File: src/rtl/bat_xlate_pkg.sv
// Package: shared field positions and the lookup result type of the
// block address translation matcher. Field positions are fixed by the
// entry word layout; only the entry count is a parameter of the top.
package bat_xlate_pkg;

    localparam int WORD_W   = 32;
    localparam int PAGE_LSB = 12;
    localparam int PAGE_W   = WORD_W - PAGE_LSB;   // 20 bits of page number

    // Effective tag compared exactly
    localparam int TAG_HI   = 31;
    localparam int TAG_LO   = 28;
    // Middle bits subject to the length mask
    localparam int MID_HI   = 27;
    localparam int MID_LO   = 17;
    localparam int MID_W    = MID_HI - MID_LO + 1;  // 11
    // Length mask position in the match word
    localparam int LEN_HI   = 12;
    localparam int LEN_LO   = 2;
    // Privilege-valid bits in the match word
    localparam int SUP_BIT  = 1;
    localparam int USR_BIT  = 0;
    // Permission bits in the result word
    localparam int RW_BIT   = 1;
    localparam int RO_BIT   = 0;

    // Result of one entry or of the whole lookup
    typedef struct packed {
        logic              hit;
        logic              rd;
        logic              wr;
        logic [PAGE_W-1:0] page;
    } xlate_res_t;

endpackage

File: src/rtl/bat_regs.sv
// Module: bat_regs
// Holds the two translation tables (instruction and data), each with
// N_ENT pairs of match/result words. One word is written per cycle.
// The read side presents the table chosen by rd_code combinationally.
// Assumes wr_idx addresses an existing entry.
module bat_regs
    import bat_xlate_pkg::*;
#(
    parameter int N_ENT = 4,
    localparam int IDX_W = (N_ENT > 1) ? $clog2(N_ENT) : 1
) (
    input  logic              clk,
    input  logic              rst_n,
    input  logic              wr_en,
    input  logic              wr_code,
    input  logic [IDX_W-1:0]  wr_idx,
    input  logic              wr_lower,
    input  logic [WORD_W-1:0] wr_data,
    input  logic              rd_code,
    output logic [WORD_W-1:0] match_w [N_ENT],
    output logic [WORD_W-1:0] res_w   [N_ENT]
);

    localparam int N_SET = 2;

    logic [WORD_W-1:0] match_q [N_SET][N_ENT];
    logic [WORD_W-1:0] res_q   [N_SET][N_ENT];

    // Table storage: clear on reset, otherwise accept one word write
    always_ff @(posedge clk) begin
        if (!rst_n) begin
            for (int s = 0; s < N_SET; s++) begin
                for (int e = 0; e < N_ENT; e++) begin
                    match_q[s][e] <= '0;
                    res_q[s][e]   <= '0;
                end
            end
        end else if (wr_en) begin
            if (wr_lower) begin
                res_q[wr_code][wr_idx]   <= wr_data;
            end else begin
                match_q[wr_code][wr_idx] <= wr_data;
            end
        end
    end

    // Read side: present the table belonging to the access type
    always_comb begin
        for (int e = 0; e < N_ENT; e++) begin
            match_w[e] = match_q[rd_code][e];
            res_w[e]   = res_q[rd_code][e];
        end
    end

endmodule

File: src/rtl/bat_entry_cmp.sv
// Module: bat_entry_cmp
// Compares one effective address against one match/result word pair.
// It produces the match flag and the translated page and permissions.
// Purely combinational; assumes the caller picks among entries.
module bat_entry_cmp
    import bat_xlate_pkg::*;
(
    input  logic [WORD_W-1:0] match_word,
    input  logic [WORD_W-1:0] res_word,
    input  logic [WORD_W-1:0] ea,
    input  logic              is_user,
    output xlate_res_t        res
);

    logic [MID_W-1:0] len_mask;
    logic             tag_ok;
    logic             mid_ok;
    logic             priv_ok;

    // Match decision: exact tag, masked middle bits, privilege valid bit
    always_comb begin
        len_mask = match_word[LEN_HI:LEN_LO];
        tag_ok   = (ea[TAG_HI:TAG_LO] == match_word[TAG_HI:TAG_LO]);
        mid_ok   = ((ea[MID_HI:MID_LO] & ~len_mask) == match_word[MID_HI:MID_LO]);
        priv_ok  = is_user ? match_word[USR_BIT] : match_word[SUP_BIT];
    end

    // Result build: merge physical tag with masked address bits
    always_comb begin
        res.hit  = tag_ok && mid_ok && priv_ok;
        res.wr   = res_word[RW_BIT];
        res.rd   = res_word[RW_BIT] | res_word[RO_BIT];
        res.page = {res_word[TAG_HI:TAG_LO],
                    (ea[MID_HI:MID_LO] & len_mask) | res_word[MID_HI:MID_LO],
                    ea[MID_LO-1:PAGE_LSB]};
    end

endmodule

File: src/rtl/bat_pick.sv
// Module: bat_pick
// Fixed-priority selection among N_ENT candidate results: the lowest
// index with its hit flag set wins. With no hit the output is all zero.
module bat_pick
    import bat_xlate_pkg::*;
#(
    parameter int N_ENT = 4
) (
    input  xlate_res_t cand [N_ENT],
    output xlate_res_t sel
);

    // Priority scan from highest index down so the lowest index prevails
    always_comb begin
        sel = '0;
        for (int i = N_ENT - 1; i >= 0; i--) begin
            if (cand[i].hit) begin
                sel = cand[i];
            end
        end
    end

endmodule

File: src/rtl/bat_xlate.sv
// Module: bat_xlate (top)
// Block address translation matcher. It holds separate instruction and
// data tables of N_ENT entries and translates one effective address per
// cycle combinationally. Entry words are loaded through a one-word write
// port. Assumes inputs are stable around the sampling clock edge.
module bat_xlate
    import bat_xlate_pkg::*;
#(
    parameter int N_ENT = 4,
    localparam int IDX_W = (N_ENT > 1) ? $clog2(N_ENT) : 1
) (
    input  logic              clk,
    input  logic              rst_n,
    input  logic              wr_en,
    input  logic              wr_code,
    input  logic [IDX_W-1:0]  wr_idx,
    input  logic              wr_lower,
    input  logic [WORD_W-1:0] wr_data,
    input  logic [WORD_W-1:0] ea,
    input  logic              is_code,
    input  logic              is_user,
    output logic              hit,
    output logic [PAGE_W-1:0] pa_page,
    output logic              rd_ok,
    output logic              wr_ok
);

    logic [WORD_W-1:0] match_w [N_ENT];
    logic [WORD_W-1:0] res_w   [N_ENT];
    xlate_res_t        cand    [N_ENT];
    xlate_res_t        sel;

    bat_regs #(.N_ENT(N_ENT)) u_regs (
        .clk      (clk),
        .rst_n    (rst_n),
        .wr_en    (wr_en),
        .wr_code  (wr_code),
        .wr_idx   (wr_idx),
        .wr_lower (wr_lower),
        .wr_data  (wr_data),
        .rd_code  (is_code),
        .match_w  (match_w),
        .res_w    (res_w)
    );

    for (genvar g = 0; g < N_ENT; g++) begin : g_ent
        bat_entry_cmp u_cmp (
            .match_word (match_w[g]),
            .res_word   (res_w[g]),
            .ea         (ea),
            .is_user    (is_user),
            .res        (cand[g])
        );
    end

    bat_pick #(.N_ENT(N_ENT)) u_pick (
        .cand (cand),
        .sel  (sel)
    );

    // Output drive: the picked result goes straight to the ports
    always_comb begin
        hit     = sel.hit;
        pa_page = sel.page;
        rd_ok   = sel.rd;
        wr_ok   = sel.wr;
    end

endmodule

File: config.mk
export PLATFORM = sky130hd
export DESIGN_NAME = bat_xlate
export DESIGN_NICKNAME = d
export VERILOG_FILES = /design/src/rtl/bat_xlate_pkg.sv /design/src/rtl/bat_regs.sv /design/src/rtl/bat_entry_cmp.sv /design/src/rtl/bat_pick.sv /design/src/rtl/bat_xlate.sv
export SDC_FILE = /design/constraint.sdc
export NUM_CORES = 1
export LEC_CHECK = 0
export BUFFER_PORTS_ARGS = -buffer_cell sky130_fd_sc_hd__buf_4
export CAP_MARGIN = 20
export CORE_MARGIN = 5
export CORE_UTILIZATION = 30
export DETAILED_ROUTE_END_ITERATION = 7
export SETUP_SLACK_MARGIN = 0.05
export SKIP_CTS_REPAIR_TIMING = 1
export SYNTH_ARGS = -nofsm -noshare
export SYNTH_HDL_FRONTEND = slang
export SYNTH_HIERARCHICAL = 1
export SYNTH_SLANG_ARGS = --single-unit
File: constraint.sdc
create_clock -name clk -period 6.05 [get_ports clk]
set_input_delay 0.605 -clock clk [delete_from_list [all_inputs] [get_ports clk]]
set_output_delay 0.605 -clock clk [all_outputs]
set_load 0.005 [all_outputs]
==> metrics.md <==
| Metric | Value |
|---|---|
| Share of layout cells above drive strength 1 | `0.370` |
| Die area | `0.0642 mm²` |
| Vias in the first global route | `11.0k` |
| Critical Path AT | `4330 ps` |
| Critical path endpoint category | `output pin` |
| Largest net degree at the start of global routing | `73` |
| # setup viols final | `0` |
| Clock Tree Root | `clkbuf_16` |
| WP data required | `5440 ps` |
| First-pass GRT wire length | `75.3 mm` |
| Nets@finish | `1346` |
| Antenna cells | `0` |
| Reg clk slew, reported paths | `60 ps` |
| Initial Util | `0.302` |
| Clock tree buffer depth | `3` |
| Post-Syn Instances | `1299` |
| Worst VDD drop | `0.169 mV` |
| Clock share of power | `0.383` |
| Final worst slack | `1110 ps` |
| CP Max Fanout | `31` |
| Initial antenna violation count | `4` |
| Max-slew violation count | `0` |
| Max-Cap Viols | `0` |
| YS warnings | `6` |
| Die span in x | `253 µm` |
| Total gr overflow | `0` |
| Reg power frac | `0.511` |
| Initial DRC Count | `1029` |
| Gpl congestion | `0.841` |
| DR vias | `10.7k` |
| Count of non-filler cells in the finished layout | `2074` |
| Outcome | `complete, no violations` |
| Worst-Margin Slew | `1070 ps` |
| Combinational share of power | `0.106` |
| Pre-Repair DR Iteration Count | `5` |
| Overall routing resource usage | `0.157` |
| Worst setup SP type | `input pin` |
| Avg Synthesized Cell Area | `13.7 µm²` |
| Switching share of power | `0.239` |
| Final period utilization | `0.816` |
| CTS H-Tree Depth | `2` |
| # IOs | `96` |
| Placeable Area | `0.0589 mm²` |
| Hpwl dp | `31.9 mm` |
| CTS tree | `built` |
| Worst hold path type | `input pin to flip-flop` |
| CTS sink cnt | `360` |
| Final ANT Viol Nets | `0` |
| Setup_tns | `0 ps` |
| DRC viols | `0` |
| Internal power | `0.00437 W` |
| DIE HEIGHT | `253 µm` |
| Min cycle time layout | `4940 ps` |
| Drt total wl | `51.5 mm` |
| CP Class | `input pin to output pin` |
| Area Growth Syn to Fin | `12.2%` |
| Via density | `5.16` |
| Port Buffers | `79` |
| Syn_nets | `1372` |
| Achievable frequency | `202 MHz` |
| Post-place setup slack | `1100 ps` |
| Worst Hold Depth | `3` |
| Endpoints failing hold | `0` |
| P_sw | `0.00138 W` |
| Placed cell count | `2004` |
| RSZ-0062 raised after global routing | `false` |
| Leak | `6.44 nW` |
| FP Rows | `89` |
| Final Util | `0.339` |
| Rel. slew slack | `0.284` |
| Mapped Area | `0.0178 mm²` |
| Pwr Density | `288 mW/mm²` |
| Num CTS Buffers | `40` |
| DR WL/cell | `24.8 µm` |
==> flip-flops by register name, summed over array words and instances (netlist names) <==
name            flops
u_regs/match_q    224
u_regs/res_q      136
==> metrics by stage <==
stage	hold slack, ps	area, µm²	total power [W]
floorplan	885	17800	0.00339
global placement	1090	18800	0.00358
detailed placement	1100	18800	0.00359
CTS	545	19900	0.00579
global route	579	19900	0.00594
finish	565	19900	0.00574
==> final cells by class <==
type	count	area, µm²
clock buffers	52	1070
clock inverters	18	83.8
fillers	5684	39000
inverters	30	113
multi-input cells	729	6030
flip-flops and latches	360	10800
well taps	773	967
repair buffers	112	870
==> critical path: stages <==
cell and delay [ps]:
buf_6 270, buf_4 470, mux2_2 410, nor2b_1 150, xnor2_1 140, nand4_1 180, nor4_2 730, nand2b_4 650
o22ai_2 170, a21oi_2 340, buf_4 190
==> power by group through the flow <==
stage               Sequential (W)  Combinational, W  Clock [W]
floorplan                  0.00298          0.000416          0
global placement           0.00298          0.000601          0
detailed placement         0.00299          0.000607          0
CTS                        0.00294          0.000610    0.00224
global route               0.00295          0.000645    0.00235
finish                     0.00293          0.000608    0.00220
==> cell usage in the layout (no fill, tap or decap), types with 2 or more instances in the layout <==
cell type	instances
edfxtp_1	360
buf_4	109
nor4_2	3
clkinv_2	9
or2_2	5
nor3_2	44
nand4_1	13
o22ai_2	19
nor2_1	50
nand4b_1	2
o21ai_2	3
xor2_1	8
clkinv_1	8
a22oi_1	21
xnor2_1	48
buf_12	2
inv_1	29
clkbuf_16	41
xnor2_2	4
nor2b_1	36
o21ai_4	13
nand3b_1	2
mux2_2	184
clkbuf_1	11
nand2b_2	2
a21o_2	4
nand3_1	4
nor3_1	181
nand2_1	2
a21oi_2	20
nor2b_4	9
a21o_1	40
==> path summary, 6_finish.rpt <==
check / endpoint / slack [ps] / start
min: u_regs/match_q[1][106]$_SDFFCE_PN0P_ / 560 / wr_data[10]
max: pa_page[9] / 1110 / is_code
==> routing by layer <==
| layer | track usage | part of all wire | up-vias |
|---|---|---|---|
| met5 | 0 | 0.00087 | - |
| met2 | 0.238 | 0.45 | 444 |
| li1 | - | - | 4711 |
| met3 | 0.0331 | 0.084 | 72 |
| met4 | 0.0373 | 0.020 | 6 |
| met1 | 0.232 | 0.45 | 5461 |
(Power assumes the default switching activity.)
